`src/rtl/stb_pkg.sv`:
```
package stb_pkg;

    localparam int PPN_W   = 27;
    localparam int ASN_W   = 7;
    localparam int PERM_W  = 4;
    localparam int GH_W    = 2;

    localparam int FR_BIT  = 1;
    localparam int FW_BIT  = 2;
    localparam int GBL_BIT = 4;
    localparam int GH_LSB  = 5;
    localparam int RE_LSB  = 8;
    localparam int WE_LSB  = 12;
    localparam int PPN_LSB = 32;
    localparam int ASN_LSB = 57;

    typedef enum logic [2:0] {
        SEL_STAGE      = 3'd0,
        SEL_TAG        = 3'd1,
        SEL_ASN        = 3'd2,
        SEL_FLUSH_ALL  = 3'd3,
        SEL_FLUSH_PRIV = 3'd4,
        SEL_FLUSH_ONE  = 3'd5
    } reg_sel_e;

    typedef struct packed {
        logic [PPN_W-1:0]  ppn;
        logic [PERM_W-1:0] rperm;
        logic [PERM_W-1:0] wperm;
        logic              fault_rd;
        logic              fault_wr;
        logic              gbl;
        logic [GH_W-1:0]   gh;
    } stage_t;

    typedef struct packed {
        logic [ASN_W-1:0]  asn;
        logic              gbl;
        logic [PPN_W-1:0]  ppn;
        logic [PERM_W-1:0] rperm;
        logic [PERM_W-1:0] wperm;
        logic              fault_rd;
        logic              fault_wr;
    } xlat_t;

    function automatic stage_t unpack_stage(input logic [63:0] d);
        stage_t s;
        s.ppn      = d[PPN_LSB +: PPN_W];
        s.rperm    = d[RE_LSB +: PERM_W];
        s.wperm    = d[WE_LSB +: PERM_W];
        s.fault_rd = d[FR_BIT];
        s.fault_wr = d[FW_BIT];
        s.gbl      = d[GBL_BIT];
        s.gh       = d[GH_LSB +: GH_W];
        return s;
    endfunction

    function automatic logic [63:0] pack_stage(input stage_t s, input logic [ASN_W-1:0] asn);
        logic [63:0] r;
        r = '0;
        r[PPN_LSB +: PPN_W]  = s.ppn;
        r[RE_LSB +: PERM_W]  = s.rperm;
        r[WE_LSB +: PERM_W]  = s.wperm;
        r[FR_BIT]            = s.fault_rd;
        r[FW_BIT]            = s.fault_wr;
        r[GBL_BIT]           = s.gbl;
        r[ASN_LSB +: ASN_W]  = r[ASN_LSB +: ASN_W] | asn;
        return r;
    endfunction

endpackage

```
`src/rtl/stb_stage_regs.sv`:
```
module stb_stage_regs
    import stb_pkg::*;
(
    input  logic                 clk,
    input  logic                 rst,
    input  logic                 wr_en,
    input  logic [2:0]           wr_sel,
    input  logic [63:0]          wr_data,
    output stage_t               stage_q,
    output logic [ASN_W-1:0]     asn_q,
    output logic [63:0]          staged_rd
);

    always_ff @(posedge clk) begin
        if (rst) begin
            stage_q <= '0;
            asn_q   <= '0;
        end else if (wr_en) begin
            if (wr_sel == SEL_STAGE)
                stage_q <= unpack_stage(wr_data);
            if (wr_sel == SEL_ASN)
                asn_q <= wr_data[ASN_LSB +: ASN_W];
        end
    end

    assign staged_rd = pack_stage(stage_q, asn_q);

    // ASN register loads only the top seven bits of the word
    assert_asn_load_R2: assert property (@(posedge clk) disable iff (rst)
        (wr_en && wr_sel == SEL_ASN) |=> (asn_q == $past(wr_data[63:57])));

    // Permission nibbles read back where they were written
    assert_stage_perm_R3: assert property (@(posedge clk) disable iff (rst)
        (wr_en && wr_sel == SEL_STAGE) |=> (staged_rd[15:8] == $past(wr_data[15:8])));

    // Unused select codes and idle cycles leave the ASN register alone
    assert_asn_hold_R10: assert property (@(posedge clk) disable iff (rst)
        (!wr_en || wr_sel > 3'd5) |=> $stable(asn_q));

endmodule

```
`src/rtl/stb_entry_array.sv`:
```
module stb_entry_array
    import stb_pkg::*;
#(
    parameter int ENTRIES = 8,
    parameter int VPN_W   = 30
) (
    input  logic                 clk,
    input  logic                 rst,
    input  logic                 wr_en,
    input  logic [2:0]           wr_sel,
    input  logic [VPN_W-1:0]     wr_vpn,
    input  stage_t               stage_q,
    input  logic [ASN_W-1:0]     asn_q,
    output logic [ENTRIES-1:0]   valid_vec,
    output logic [VPN_W-1:0]     vpn_arr [ENTRIES],
    output xlat_t                pay_arr [ENTRIES],
    output logic                 ins_err
);

    localparam int PTR_W = (ENTRIES > 1) ? $clog2(ENTRIES) : 1;
    localparam logic [PTR_W-1:0] PTR_LAST = PTR_W'(ENTRIES - 1);

    logic [PTR_W-1:0]   ptr_q;
    logic               tag_wr;
    logic               ins_ok;
    logic               ins_bad;
    logic               do_fa;
    logic               do_fp;
    logic               do_fo;
    logic [ENTRIES-1:0] gbl_vec;
    xlat_t              new_pay;

    assign tag_wr  = wr_en && (wr_sel == SEL_TAG);
    assign ins_ok  = tag_wr && (stage_q.gh == '0);
    assign ins_bad = tag_wr && (stage_q.gh != '0);
    assign do_fa   = wr_en && (wr_sel == SEL_FLUSH_ALL);
    assign do_fp   = wr_en && (wr_sel == SEL_FLUSH_PRIV);
    assign do_fo   = wr_en && (wr_sel == SEL_FLUSH_ONE);

    always_comb begin
        new_pay.asn      = asn_q;
        new_pay.gbl      = stage_q.gbl;
        new_pay.ppn      = stage_q.ppn;
        new_pay.rperm    = stage_q.rperm;
        new_pay.wperm    = stage_q.wperm;
        new_pay.fault_rd = stage_q.fault_rd;
        new_pay.fault_wr = stage_q.fault_wr;
    end

    always_ff @(posedge clk) begin
        if (rst) begin
            ptr_q   <= '0;
            ins_err <= 1'b0;
        end else begin
            ins_err <= ins_bad;
            if (ins_ok)
                ptr_q <= (ptr_q == PTR_LAST) ? '0 : ptr_q + 1'b1;
        end
    end

    for (genvar i = 0; i < ENTRIES; i++) begin : g_ent
        logic             e_valid;
        logic [VPN_W-1:0] e_vpn;
        xlat_t            e_pay;
        logic             e_sel;
        logic             e_one_hit;

        assign e_sel     = ins_ok && (ptr_q == PTR_W'(i));
        assign e_one_hit = (e_vpn == wr_vpn) && (e_pay.gbl || (e_pay.asn == asn_q));

        always_ff @(posedge clk) begin
            if (rst) begin
                e_valid <= 1'b0;
                e_vpn   <= '0;
                e_pay   <= '0;
            end else if (e_sel) begin
                e_valid <= 1'b1;
                e_vpn   <= wr_vpn;
                e_pay   <= new_pay;
            end else if (do_fa) begin
                e_valid <= 1'b0;
            end else if (do_fp && !e_pay.gbl) begin
                e_valid <= 1'b0;
            end else if (do_fo && e_one_hit) begin
                e_valid <= 1'b0;
            end
        end

        assign valid_vec[i] = e_valid;
        assign gbl_vec[i]   = e_pay.gbl;
        assign vpn_arr[i]   = e_vpn;
        assign pay_arr[i]   = e_pay;
    end

    // Accepted insert makes the victim slot valid and moves the pointer
    assert_insert_fill_R4: assert property (@(posedge clk) disable iff (rst)
        ins_ok |=> (valid_vec[$past(ptr_q)] && (ENTRIES == 1 || ptr_q != $past(ptr_q))));

    // Rejected insert: pointer holds, error pulses next cycle
    assert_reject_hold_R5: assert property (@(posedge clk) disable iff (rst)
        ins_bad |=> (ins_err && $stable(ptr_q) && $stable(valid_vec)));

    // Flush-all leaves nothing valid
    assert_flush_all_R6: assert property (@(posedge clk) disable iff (rst)
        do_fa |=> (valid_vec == '0));

    // Flush of non-global entries leaves only global ones valid
    assert_flush_priv_R7: assert property (@(posedge clk) disable iff (rst)
        do_fp |=> ((valid_vec & ~gbl_vec) == '0));

    // Single flush never sets a valid bit
    assert_flush_one_R8: assert property (@(posedge clk) disable iff (rst)
        do_fo |=> ((valid_vec & ~$past(valid_vec)) == '0));

    // Idle cycles change neither pointer nor valid bits
    assert_idle_hold_R10: assert property (@(posedge clk) disable iff (rst)
        (!wr_en || wr_sel > 3'd5) |=> ($stable(valid_vec) && $stable(ptr_q)));

endmodule

```
`src/rtl/stb_lookup.sv`:
```
module stb_lookup
    import stb_pkg::*;
#(
    parameter int ENTRIES = 8,
    parameter int VPN_W   = 30
) (
    input  logic [ENTRIES-1:0]   valid_vec,
    input  logic [VPN_W-1:0]     vpn_arr [ENTRIES],
    input  xlat_t                pay_arr [ENTRIES],
    input  logic [VPN_W-1:0]     lk_vpn,
    input  logic [ASN_W-1:0]     lk_asn,
    output logic                 hit,
    output xlat_t                pick
);

    logic [ENTRIES-1:0] match;

    for (genvar i = 0; i < ENTRIES; i++) begin : g_cmp
        assign match[i] = valid_vec[i] && (vpn_arr[i] == lk_vpn) &&
                          (pay_arr[i].gbl || (pay_arr[i].asn == lk_asn));
    end

    always_comb begin
        hit  = 1'b0;
        pick = '0;
        for (int i = ENTRIES - 1; i >= 0; i--) begin
            if (match[i]) begin
                hit  = 1'b1;
                pick = pay_arr[i];
            end
        end
    end

endmodule

```
`src/rtl/staged_xlate_buf.sv`:
```
module staged_xlate_buf
    import stb_pkg::*;
#(
    parameter int ENTRIES  = 8,
    parameter int VPN_W    = 30,
    parameter int PG_SHIFT = 13
) (
    input  logic                 clk,
    input  logic                 rst,
    input  logic                 wr_en,
    input  logic [2:0]           wr_sel,
    input  logic [63:0]          wr_data,
    input  logic [VPN_W-1:0]     lk_vpn,
    input  logic [6:0]           lk_asn,
    output logic                 lk_hit,
    output logic [26:0]          lk_ppn,
    output logic [3:0]           lk_rperm,
    output logic [3:0]           lk_wperm,
    output logic                 lk_fault_rd,
    output logic                 lk_fault_wr,
    output logic [63:0]          staged_rd,
    output logic                 ins_err
);

    stage_t             stage_q;
    logic [ASN_W-1:0]   asn_q;
    logic [VPN_W-1:0]   wr_vpn;
    logic [ENTRIES-1:0] valid_vec;
    logic [VPN_W-1:0]   vpn_arr [ENTRIES];
    xlat_t              pay_arr [ENTRIES];
    xlat_t              pick;

    assign wr_vpn = wr_data[PG_SHIFT +: VPN_W];

    stb_stage_regs u_stage (
        .clk       (clk),
        .rst       (rst),
        .wr_en     (wr_en),
        .wr_sel    (wr_sel),
        .wr_data   (wr_data),
        .stage_q   (stage_q),
        .asn_q     (asn_q),
        .staged_rd (staged_rd)
    );

    stb_entry_array #(
        .ENTRIES (ENTRIES),
        .VPN_W   (VPN_W)
    ) u_array (
        .clk       (clk),
        .rst       (rst),
        .wr_en     (wr_en),
        .wr_sel    (wr_sel),
        .wr_vpn    (wr_vpn),
        .stage_q   (stage_q),
        .asn_q     (asn_q),
        .valid_vec (valid_vec),
        .vpn_arr   (vpn_arr),
        .pay_arr   (pay_arr),
        .ins_err   (ins_err)
    );

    stb_lookup #(
        .ENTRIES (ENTRIES),
        .VPN_W   (VPN_W)
    ) u_lookup (
        .valid_vec (valid_vec),
        .vpn_arr   (vpn_arr),
        .pay_arr   (pay_arr),
        .lk_vpn    (lk_vpn),
        .lk_asn    (lk_asn),
        .hit       (lk_hit),
        .pick      (pick)
    );

    assign lk_ppn      = pick.ppn;
    assign lk_rperm    = pick.rperm;
    assign lk_wperm    = pick.wperm;
    assign lk_fault_rd = pick.fault_rd;
    assign lk_fault_wr = pick.fault_wr;

    // A miss drives every translation field to zero
    assert_miss_zero_R9: assert property (@(posedge clk) disable iff (rst)
        !lk_hit |-> (lk_ppn == '0 && lk_rperm == '0 && lk_wperm == '0 &&
                     !lk_fault_rd && !lk_fault_wr));

endmodule

```
`config.mk`:
```
export PLATFORM = sky130hd
export DESIGN_NAME = staged_xlate_buf
export DESIGN_NICKNAME = d
export VERILOG_FILES = /design/src/rtl/stb_pkg.sv /design/src/rtl/stb_stage_regs.sv /design/src/rtl/stb_entry_array.sv /design/src/rtl/stb_lookup.sv /design/src/rtl/staged_xlate_buf.sv
export SDC_FILE = /design/constraint.sdc
export NUM_CORES = 2
export LEC_CHECK = 0
export ABC_CLOCK_PERIOD_IN_PS = 3300
export BUFFER_PORTS_ARGS = -buffer_cell sky130_fd_sc_hd__buf_2
export CORE_UTILIZATION = 55
export DETAILED_ROUTE_END_ITERATION = 10
export PLACE_DENSITY_LB_ADDON = 0.25
export REMOVE_ABC_BUFFERS = 1
export SKIP_CTS_REPAIR_TIMING = 1
export SLEW_MARGIN = 5
export SYNTH_ARGS = -nofsm -noshare
export SYNTH_HDL_FRONTEND = slang
export SYNTH_SLANG_ARGS = --single-unit
```
`constraint.sdc`:
```
create_clock -name clk -period 3.3 [get_ports clk]
set_input_delay 0.33 -clock clk [delete_from_list [all_inputs] [get_ports clk]]
set_output_delay 0.33 -clock clk [all_outputs]
set_load 0.005 [all_outputs]
```
==> flow_summary.toml <==
[status]
status = "finished, violations left"
failed_checks = "negative hold slack, negative setup slack"

[synthesis]
synthFlopType = "dfxtp_1"
synth_edf_count = 0
synth_top_area_share_pct = 40.08
synth.avg_cell_area_um2 = 7.651
ys_seq_area_share_pct = 40.08
synth_area_leaders = "dfxtp_1, nand2_1, xnor2_1, a21oi_1, clkbuf_1"
synth_area_um2 = 32920
ys_top_cells_by_count = "nand2_1, dfxtp_1, a21oi_1"
synth.most_common_cell = "nand2_1"
ys_seq_elements = 659
ys.warnings.count = 0
postSynthCellCount = 4302
synth_top_area_cell = "dfxtp_1"
synth_cell_types = 49
ys_async_sr_fraction_pct = 0

[floorplan]
dieArea_um2 = 60830
die_width_um = 246.6
coreArea_um2 = 59020
rows = 89
io_pins = 210
die_h_um = 246.6
initial_core_util_pct = 55.77

[critical_path]
path_buf_inv = 4
worstSetupPathType = "flop to output pin"
cpMostUsedCell = "buf_4"
critPathLaunchType = "flop"
path_cells = "xor2_1 > nor4_2 > a41oi_2 > buf_6 > nor4bb_4 > buf_4 > o211ai_1 > buf_4 > o2111a_1 > o31ai_2 > buf_2"
end_kind = "output pin"
critPathMaxFanout = 3
arrival_ns = 3.34
critical-path-top-delay-family = "compound AO/OA/AOI/OAI gates"
slowest_stage = "nor4_2"
required_ns = 2.97
slowest_delay_ns = 0.34

[global_route]
grt_pass1_wl_um = 168900
antenna_found_initial = 2
grt_pass1_vias = 27896
grt.overflow.total = 0
grt_max_degree = 84
grt.total_usage_pct = 36.36

[hold_path]
min_path_type = "input pin to flop"

[power_and_ir_drop]
p_sw_w = 0.004229
p_leak_nw = 13.19
power_frac_clock_pct = 46.5
pwr-share-comb_pct = 7.2
ir_drop_mv = 0.4223
powerDensity_nw_per_um2 = 450.9
internal_power_w = 0.01313
power_frac_seq_pct = 46.2
switching_share_pct = 24.36

[timing]
setup_viol = 37
hold_viol = 1
whs_ns = -0.03815
setup_tns_ns = -9.259
max_freq_mhz = 272.7
period_share_pct = 111.1
fin_crit_ns = 3.668
drv_slew = 0
rsz0062_at_grt = "yes"
clock_skew_ns = 0.02157
slew_headroom_pct = 22.27
fin_ws_ns = -0.3675
worst_slew_pin_slew_ns = 1.166

[clock_tree]
cts.path.max_buffers = 3
cts_sinks = 659
cts_tree = "built"
clk_pin_slew_worst_paths_ns = 0.06
cts_root_buffer = "clkbuf_16"
cts_buffers = 71
cts.htree.levels = 3
clk_latency_ns = 0.62

[routing]
firstDrtPassIters = 7
wl_um = 115400
vias = 31050
drtIter0Drc = 4170
ant_nets = 0
vias_per_cell = 6.009
wl_per_cell_um = 22.34
drc = 0

[cells_and_area]
diodes = 0
instances_no_fill = 5167
area_growth_pct = 16.96
fin_util_pct = 65.23
drive_above_1_share_pct = 15.25
fin_nets = 4455

[placement]
gp_congestion = 0.9965
dp_hpwl_um = 70950
port_buffers = 185
dp_cells = 4996

[run]
cap_violations = 0
cells in the final DEF, fill, tap and decap left out, types with 21 or more instances in the layout:
master,count
nand2_1,1292
buf_12,46
a21oi_1,656
xnor2_2,29
buf_2,182
dfxtp_2,45
a221o_1,33
o21ai_0,74
buf_4,149
xnor2_1,430
nor4_1,45
dfxtp_1,611
clkbuf_16,80
mux2i_1,42
xor2_1,131
clkbuf_1,21
inv_1,77
dlygate4sd3_1,29
o22a_1,32
conb_1,21
nand4_1,115
final cells by class:
cell class                 instances  area (µm²)
clock inverter                    13       166.4
timing repair buffer             422        3537
tap                              773       967.2
fill                            5035       20520
clock buffer                     112        2153
inverter                          77       289.0
sequential                       659       13260
multi-input combinational       3111       18130
through the flow:
stage | setup slack, ns | total power, W | instance area, µm²
6_report | -0.3675 | 0.01736 | 38500
5_1_grt | -0.4693 | 0.01775 | 38500
4_1_cts | -0.6225 | 0.01728 | 37250
3_5_place_dp | -0.2233 | 0.009358 | 34930
3_3_place_gp | -0.1713 | 0.009351 | 34930
2_1_floorplan | -1.842 | 0.008597 | 30860
state kept, by name, summed over array words and instances, names as in the netlist:
register               flops
u_stage.asn_q              7
u_array.g_ent.e_vpn      240
u_array.g_ent.e_valid      8
u_array.pay_arr          360
u_array.ptr_q              3
u_stage.stage_q           40
u_array.ins_err            1
final timing paths:
check	start	end	slack [ns]	depth (start not counted)
setup / recovery	u_array.pay_arr[39]$_SDFFE_PP0P_	lk_fault_wr	-0.37	11
hold / removal	wr_data[61]	u_stage.asn_q[4]$_SDFFE_PP0P_	-0.04	3
setup reg to reg	u_stage.asn_q[1]$_SDFFE_PP0P_	u_array.g_ent[5].e_valid$_SDFFE_PP0P_	0.81	8
hold reg to reg	u_array.pay_arr[349]$_SDFFE_PP0P_	u_array.pay_arr[349]$_SDFFE_PP0P_	0.45	2
power by group through the flow:
| stage | Combinational, W | Clock, W | Sequential [W] |
|---|---|---|---|
| floorplan | 0.000403 | 0 | 0.00819 |
| global placement | 0.00115 | 0 | 0.00820 |
| detailed placement | 0.00115 | 0 | 0.00821 |
| CTS | 0.00116 | 0.00810 | 0.00803 |
| global route | 0.00129 | 0.00844 | 0.00803 |
| finish | 0.00125 | 0.00808 | 0.00803 |
worst register-to-register path, cell delays in order, from the launching register on:
cell and delay [ns]:
dfxtp_1 0.71, buf_4 0.26, xor2_1 0.07, nor4_1 0.38
a41oi_1 0.33, nor3_1 0.26, nand3_1 0.11, o2111ai_1 0.13
a21oi_1 0.10
logic make-up after synthesis:
logic type | count (synthesis) | share of synthesized area, %
and+or+nand+nor | 1547 | 19.40
xor gates and xnor gates | 592 | 15.75
muxes | 43 | 1.308
adders and majority gates | 6 | 0.2281
DFF | 659 | 40.08
AOI/OAI and AO/OA | 902 | 15.88
other | 1 | 0.01139
buffers and inverters | 552 | 7.336
per-layer routing:
metal	GRT usage (%)	vias to the layer above	part of all wire, %
met5	0	-	0.010
met4	16.85	2	4.7
met3	8.235	369	12
met2	54.33	1850	44
met1	49.54	14609	40
li1	-	14220	-
(Power assumes the default switching activity.)
